==> src/rtl/gpio_edge_pkg.sv <==
package gpio_edge_pkg;

    localparam int BUS_W = 32;

    typedef enum logic [2:0] {
        SEL_LEVEL = 3'd0,
        SEL_DIR   = 3'd1,
        SEL_SET   = 3'd2,
        SEL_CLR   = 3'd3,
        SEL_RISE  = 3'd4,
        SEL_FALL  = 3'd5,
        SEL_STAT  = 3'd6,
        SEL_ALT   = 3'd7
    } reg_sel_e;

endpackage

==> src/rtl/gpio_edge_sync.sv <==
module gpio_edge_sync #(
    parameter int WIDTH = 28
) (
    input  logic             clk,
    input  logic             rst_n,
    input  logic [WIDTH-1:0] raw_in,
    output logic [WIDTH-1:0] level,
    output logic [WIDTH-1:0] rise,
    output logic [WIDTH-1:0] fall
);

    typedef struct packed {
        logic [WIDTH-1:0] meta;
        logic [WIDTH-1:0] stable;
        logic [WIDTH-1:0] prev;
    } sync_t;

    sync_t st_d, st_q;

    always_comb begin
        st_d        = st_q;
        st_d.meta   = raw_in;
        st_d.stable = st_q.meta;
        st_d.prev   = st_q.stable;
    end

    always_ff @(posedge clk or negedge rst_n) begin
        if (!rst_n) st_q <= '0;
        else        st_q <= st_d;
    end

    assign level = st_q.stable;
    assign rise  = st_q.stable & ~st_q.prev;
    assign fall  = ~st_q.stable & st_q.prev;

endmodule

==> src/rtl/gpio_edge_regs.sv <==
module gpio_edge_regs
    import gpio_edge_pkg::*;
#(
    parameter int WIDTH = 28
) (
    input  logic             clk,
    input  logic             rst_n,
    input  logic             wr_en,
    input  reg_sel_e         wr_sel,
    input  logic [WIDTH-1:0] wr_bits,
    input  logic [WIDTH-1:0] rise,
    input  logic [WIDTH-1:0] fall,
    output logic [WIDTH-1:0] dir,
    output logic [WIDTH-1:0] latch,
    output logic [WIDTH-1:0] rise_en,
    output logic [WIDTH-1:0] fall_en,
    output logic [WIDTH-1:0] status,
    output logic [WIDTH-1:0] alt
);

    typedef struct packed {
        logic [WIDTH-1:0] dir;
        logic [WIDTH-1:0] latch;
        logic [WIDTH-1:0] rise_en;
        logic [WIDTH-1:0] fall_en;
        logic [WIDTH-1:0] status;
        logic [WIDTH-1:0] alt;
    } regs_t;

    regs_t rg_d, rg_q;

    always_comb begin
        rg_d = rg_q;
        if (wr_en) begin
            case (wr_sel)
                SEL_DIR:  rg_d.dir     = wr_bits;
                SEL_SET:  rg_d.latch   = rg_q.latch | wr_bits;
                SEL_CLR:  rg_d.latch   = rg_q.latch & ~wr_bits;
                SEL_RISE: rg_d.rise_en = wr_bits;
                SEL_FALL: rg_d.fall_en = wr_bits;
                SEL_STAT: rg_d.status  = rg_q.status & ~wr_bits;
                SEL_ALT:  rg_d.alt     = wr_bits;
                default:  ;
            endcase
        end
        // a fresh edge overrides a same-cycle clear
        rg_d.status = rg_d.status | (rise & rg_q.rise_en) | (fall & rg_q.fall_en);
    end

    always_ff @(posedge clk or negedge rst_n) begin
        if (!rst_n) rg_q <= '0;
        else        rg_q <= rg_d;
    end

    assign dir     = rg_q.dir;
    assign latch   = rg_q.latch;
    assign rise_en = rg_q.rise_en;
    assign fall_en = rg_q.fall_en;
    assign status  = rg_q.status;
    assign alt     = rg_q.alt;

endmodule

==> src/rtl/gpio_edge_irq.sv <==
module gpio_edge_irq #(
    parameter int WIDTH    = 28,
    parameter int NUM_SOLO = 11
) (
    input  logic [WIDTH-1:0]    status,
    output logic [NUM_SOLO-1:0] irq_solo,
    output logic                irq_upper
);

    for (genvar g = 0; g < NUM_SOLO; g++) begin : g_solo
        assign irq_solo[g] = status[g];
    end

    if (NUM_SOLO < WIDTH) begin : g_upper
        assign irq_upper = |status[WIDTH-1:NUM_SOLO];
    end else begin : g_no_upper
        assign irq_upper = 1'b0;
    end

endmodule

==> src/rtl/gpio_edge_unit.sv <==
module gpio_edge_unit
    import gpio_edge_pkg::*;
#(
    parameter int NUM_PINS = 28,
    parameter int NUM_SOLO = 11
) (
    input  logic                clk,
    input  logic                rst_n,
    input  logic [2:0]          bus_word,
    input  logic                bus_we,
    input  logic [BUS_W-1:0]    bus_wdata,
    output logic [BUS_W-1:0]    bus_rdata,
    input  logic [NUM_PINS-1:0] pin_in,
    output logic [NUM_PINS-1:0] pin_out,
    output logic [NUM_PINS-1:0] pin_oe,
    output logic [NUM_SOLO-1:0] irq_solo,
    output logic                irq_upper
);

    logic [NUM_PINS-1:0] wdata_pins;
    logic [NUM_PINS-1:0] level, rise, fall;
    logic [NUM_PINS-1:0] dir, latch, rise_en, fall_en, status, alt;
    logic [NUM_PINS-1:0] rd_pins;
    reg_sel_e            sel;

    assign sel        = reg_sel_e'(bus_word);
    assign wdata_pins = bus_wdata[NUM_PINS-1:0];

    if (NUM_PINS < BUS_W) begin : g_spare
        logic wdata_unused;
        assign wdata_unused = ^bus_wdata[BUS_W-1:NUM_PINS];
    end

    gpio_edge_sync #(.WIDTH(NUM_PINS)) u_sync (
        .clk    (clk),
        .rst_n  (rst_n),
        .raw_in (pin_in),
        .level  (level),
        .rise   (rise),
        .fall   (fall)
    );

    gpio_edge_regs #(.WIDTH(NUM_PINS)) u_regs (
        .clk     (clk),
        .rst_n   (rst_n),
        .wr_en   (bus_we),
        .wr_sel  (sel),
        .wr_bits (wdata_pins),
        .rise    (rise),
        .fall    (fall),
        .dir     (dir),
        .latch   (latch),
        .rise_en (rise_en),
        .fall_en (fall_en),
        .status  (status),
        .alt     (alt)
    );

    gpio_edge_irq #(.WIDTH(NUM_PINS), .NUM_SOLO(NUM_SOLO)) u_irq (
        .status    (status),
        .irq_solo  (irq_solo),
        .irq_upper (irq_upper)
    );

    always_comb begin
        case (sel)
            SEL_LEVEL: rd_pins = level;
            SEL_DIR:   rd_pins = dir;
            SEL_RISE:  rd_pins = rise_en;
            SEL_FALL:  rd_pins = fall_en;
            SEL_STAT:  rd_pins = status;
            SEL_ALT:   rd_pins = alt;
            default:   rd_pins = '0;
        endcase
        bus_rdata                 = '0;
        bus_rdata[NUM_PINS-1:0]   = rd_pins;
    end

    assign pin_out = latch;
    assign pin_oe  = dir;

endmodule

==> config.mk <==
export PLATFORM = sky130hd
export DESIGN_NAME = gpio_edge_unit
export DESIGN_NICKNAME = d
export VERILOG_FILES = /design/src/rtl/gpio_edge_pkg.sv /design/src/rtl/gpio_edge_sync.sv /design/src/rtl/gpio_edge_regs.sv /design/src/rtl/gpio_edge_irq.sv /design/src/rtl/gpio_edge_unit.sv
export SDC_FILE = /design/constraint.sdc
export NUM_CORES = 1
export LEC_CHECK = 0
export BUFFER_PORTS_ARGS = -buffer_cell sky130_fd_sc_hd__buf_2
export CORE_AREA = 2 2 142 144
export CTS_CLUSTER_DIAMETER = 50
export DETAILED_ROUTE_END_ITERATION = 7
export DIE_AREA = 0 0 144 146
export PLACE_DENSITY = 0.77
export SETUP_SLACK_MARGIN = 0.1
export SLEW_MARGIN = 25
export SYNTH_ARGS = -nofsm -noshare
export SYNTH_HDL_FRONTEND = slang
export SYNTH_SLANG_ARGS = --single-unit
==> constraint.sdc <==
create_clock -name clk -period 3.3 [get_ports clk]
set_clock_uncertainty 0.1 [all_clocks]
set_input_delay 0.99 -clock clk [delete_from_list [all_inputs] [get_ports clk]]
set_output_delay 0.99 -clock clk [all_outputs]
set_load 0.02 [all_outputs]
# After elaboration in Yosys (flattened, before gate mapping)
# Cells that the tools add are included.
# op_classes
n_bitwise	12
eq_ne	7
mux	5
reduce_logical	8
# ops
op	count
AND 28 bit	6
one-hot mux 28 bit (6 select lines)	1
NOT 28 bit	3
bitwise OR 28 bit	3
2-to-1 mux 28 bit	2
2-to-1 mux 56 bit	1
one-hot mux 28 bit (2 select lines)	1
OR reduction 17 bit	1
equality test 3 bit (second input constant)	4
AND reduction 2 bit	5
equality test 3 x 2 -> 1 bit (second input constant)	2
equality test 3 x 1 -> 1 bit (second input constant)	1
logical NOT 3 bit	1
nonzero test 2 bit	1
# totals
elab_cells	41
register_bits	252
in_bits	66

# Depth between registers and ports, before layout
# depth
word_depth	6
depth_mapped	6

# Modules after synthesis
# Synthesis repeated with hierarchy kept, for this count alone.
# unflattened
cells_unflattened	897
hier_area_um2	11634.9
# by_module_without_submodules
module	cells_each	seq_area_each_um2	area_per_inst_um2	instances
gpio_edge_regs	507	4204.0	7184.4	1
gpio_edge_sync	168	2102.0	2802.7	1
gpio_edge_unit	205	0.0	1529.0	1
gpio_edge_irq	17	0.0	118.9	1

# Worst setup path after synthesis
# OpenSTA, ideal clock, no wires.
# synth_timing
kind	input -> output
from	input port bus_word[0]
to	output port bus_rdata[7]
t_arrival_ps	2146
required_time_ps	2210
slack_ps	64
n_path_buf	3
path_stages	5
path_cell_list	buf_6 -> buf_2 -> clkbuf_1 -> a22oi_1 -> o21ai_0
# synth_between
elab_chain_cells	2
word_cells_on_any_way	7
cone_classes	5 x eq/ne; 1 x mux; 1 x reduce/logical
# synth_lines
item	line	source
from (decl)	gpio_edge_unit.sv:9	input logic [2:0] bus_word,
equality test 3 bit (tied with other cells)	gpio_edge_unit.sv:66	case (sel)
one-hot mux 28 bit (6 select lines) *	gpio_edge_unit.sv:66	
to (decl)	gpio_edge_unit.sv:12	output logic [BUS_W-1:0] bus_rdata,
# Mark *: on every way between the ends. The rest lies on a longest branch, timed or not.

# Final worst setup path
# layout_timing
from	input port bus_word[0]
to	output port bus_rdata[11]
# The elaborated chain is that of the path after synthesis.

==> run summary <==
Nets: 1128
Register-to-Register Path Depth: 3
Crit start category: primary input
Worst rel slew slack: 0.575
Worst-path fanout max: 13
Clock sink total: 252
Sum of buffers and inverters on the critical path: 3
Post-Layout Cell Count: 1349
Root Buffer: clkbuf_16
Status: finished clean
Setup Slack @ Placement: -0.217 ns
Sw Ratio: 0.289
Hold path depth: 0
Final setup violating endpoints: 0
Final WS setup: 0.0627 ns
Die area: 21000 µm²
RSZ-0062 raised after global routing: yes
Hold_buf cts: 0
Clock share of power: 0.356
Combinational power share: 0.191
Core ar.: 19300 µm²
Hold wc startpoint: u_sync.st_d[38]$_DFF_PN0_
Gate Count Post-Synth: 875
Leakage: 6.26 nW
Share of layout cells above drive strength 1: 0.357
Fin crit share: 0.981
Setup crit end kind: primary output
Synth area leader: dfrtp_1
Clock buffer depth: 3
CTS buffer count: 29
Final WL: 26200 µm
DR pass1 iterations: 5
Clk slew on worst S/H paths: 0.06 ns
Die width: 144 µm
Area Overhead vs Synth: 24.8%
First-pass GRT wire length: 41000 µm
Synth cell types: 41
Top cell type's share of synthesized area: 0.596
Power after layout: 8.65 mW
Post-DR vias/cell: 5.53
Ys async rst share: 1.00
Num ports: 166
CTS tree: built
DRC Markers: 0
Antenna Violating Nets Remaining: 0
Antenna violations before repair: 0
CP arrival: 2.15 ns
Worst-Margin Slew: 0.637 ns
CP required: 2.21 ns
Power Internal: 6.15 mW
DR vias: 7462
Reg-to-Reg Start: u_regs.status[14]$_DFF_PN0_
CP delay by family, top: buffers and inverters
DR iter-0 viols: 460
Mean Syn Cell Area: 12.1 µm²
P per Cell Area: 655 nW/µm²
Hpwl dp: 16800 µm
Buffers on Ports: 157
Endpoints failing hold: 0
GPL Wtd Cong: 0.796
Max stage delay on crit path: 0.39 ns
Synth area leaders: dfrtp_1 (60%), mux2_2 (7.7%), mux2i_1 (5.3%)
GRT Overall Usage: 0.249
Max IR drop VDD: 0.498 mV
Finished Cell Area: 13200 µm²
Placed cell count: 1288
Crit path time final: 3.24 ns
Yosys warns: 0
Num rows: 51
Largest net degree at the start of global routing: 81
Fmax: 0.309 GHz
Die height: 146 µm
HP Class: register to register
WL per Instance: 19.4 µm
DP Area: 11800 µm²
Overflow after GRT: 0
Initial cell density of the core: 0.547
Reg-to-reg critical path endpoint: u_regs.status[14]$_DFF_PN0_
Crit path cell chain: buf_12, bufbuf_16, nand3_1, o21ai_0, a221o_1, buf_6
Synthesized flop and latch total: 252
Worst-Skew Late Latency: 0.53 ns
H-tree depth: 1
Crit-path slowest cell: a221o_1
Fin. max-slew vios: 0
Sequential power share: 0.453
Post-Syn Area: 10600 µm²
Maxcap violations: 0
Psw: 2.50 mW
Hold Path End: u_sync.level[10]$_DFF_PN0_
Number of global-route vias before repair: 7792
EDFF count, synth: 0
R2r setup slk: 2.28 ns
Most used DFF post-synth: dfrtp_1
Antenna cell count: 0
Sequential area share after synthesis: 0.596
Setup CP Type: primary input to primary output
cell type report:
type	count	area [µm²]
sequential	252	6310
clock buffer	40	837
tap	265	332
fill	1396	6130
clock inverter	13	108
inverter	57	214
timing repair buffer	216	1570
multi-input combinational	506	3840
cells in the mapped netlist (all sizes together), types with 8 or more instances:
master	count
nand2	119
a22oi	17
o221ai	8
dfrtp	252
inv	57
nand3b	32
o21ai	99
o211ai	32
a32oi	12
mux2i	56
clkbuf	13
buf	50
mux2	92
metrics by stage:
stage | util | TNS, ns | hold slack, ns
global placement | 0.612 | -1.68 | 0.232
CTS | 0.672 | 0 | 0.248
finish | 0.683 | 0 | 0.246
detailed placement | 0.612 | -1.60 | 0.235
global route | 0.683 | 0 | 0.251
floorplan | - | 0 | 0.231
cell families after synthesis:
| logic type | count (synthesis) | synth area share |
|---|---|---|
| flops | 252 | 0.596 |
| simple gates | 181 | 0.0854 |
| compound gates | 173 | 0.102 |
| mux | 148 | 0.158 |
| buf+inv | 120 | 0.0583 |
| other cells | 1 | 0.000354 |
layout by cell type (no fill, tap or decap), drive strengths merged, types with 4 or more instances in the layout:
master	Yosys	layout
clkinv	0	8
buf	50	211
o221ai	8	8
dfrtp	252	252
nand2	119	119
a22oi	17	17
o211ai	32	32
mux2i	56	56
o21ai	99	99
a32oi	12	12
nand3b	32	32
clkbuf	13	43
mux2	92	92
conb	1	4
inv	57	58
power groups by stage:
stage / sequential (mW) / combinational (mW) / clock (mW)
finish: 3.92 / 1.65 / 3.08
global route: 3.98 / 1.79 / 3.26
CTS: 3.90 / 1.61 / 3.12
detailed placement: 3.94 / 1.56 / 0
global placement: 3.92 / 1.51 / 0
floorplan: 4.04 / 0.856 / 0
what timing repair did:
action	4_1_cts	5_1_grt
resized for setup	35	36
setup buffers	2	1
gates cloned	3	2
endpoints found under the setup margin	27	26
pin swaps	7	13
how the worst max path moves through the flow:
stage                                start            end  slack (ns)  depth (start not counted)
6_report                       bus_word[0]  bus_rdata[11]        0.06                          6
3_3_place_gp                   bus_word[0]  bus_rdata[21]       -0.23                          5
5_1_grt        u_regs.status[17]$_DFF_PN0_      irq_upper        0.04                          4
3_5_place_dp                   bus_word[0]  bus_rdata[21]       -0.22                          5
2_1_floorplan                  bus_word[0]  bus_rdata[15]        0.08                          5
4_1_cts                        bus_word[2]  bus_rdata[10]        0.08                          7
metal layers:
metal,up-vias,GRT usage,wire (µm)
met5,-,0,0
met2,255,0.397,12600
met4,0,0.0735,681
li1,3428,-,-
met1,3727,0.353,11200
met3,52,0.0457,1720
(Power assumes the default switching activity.)
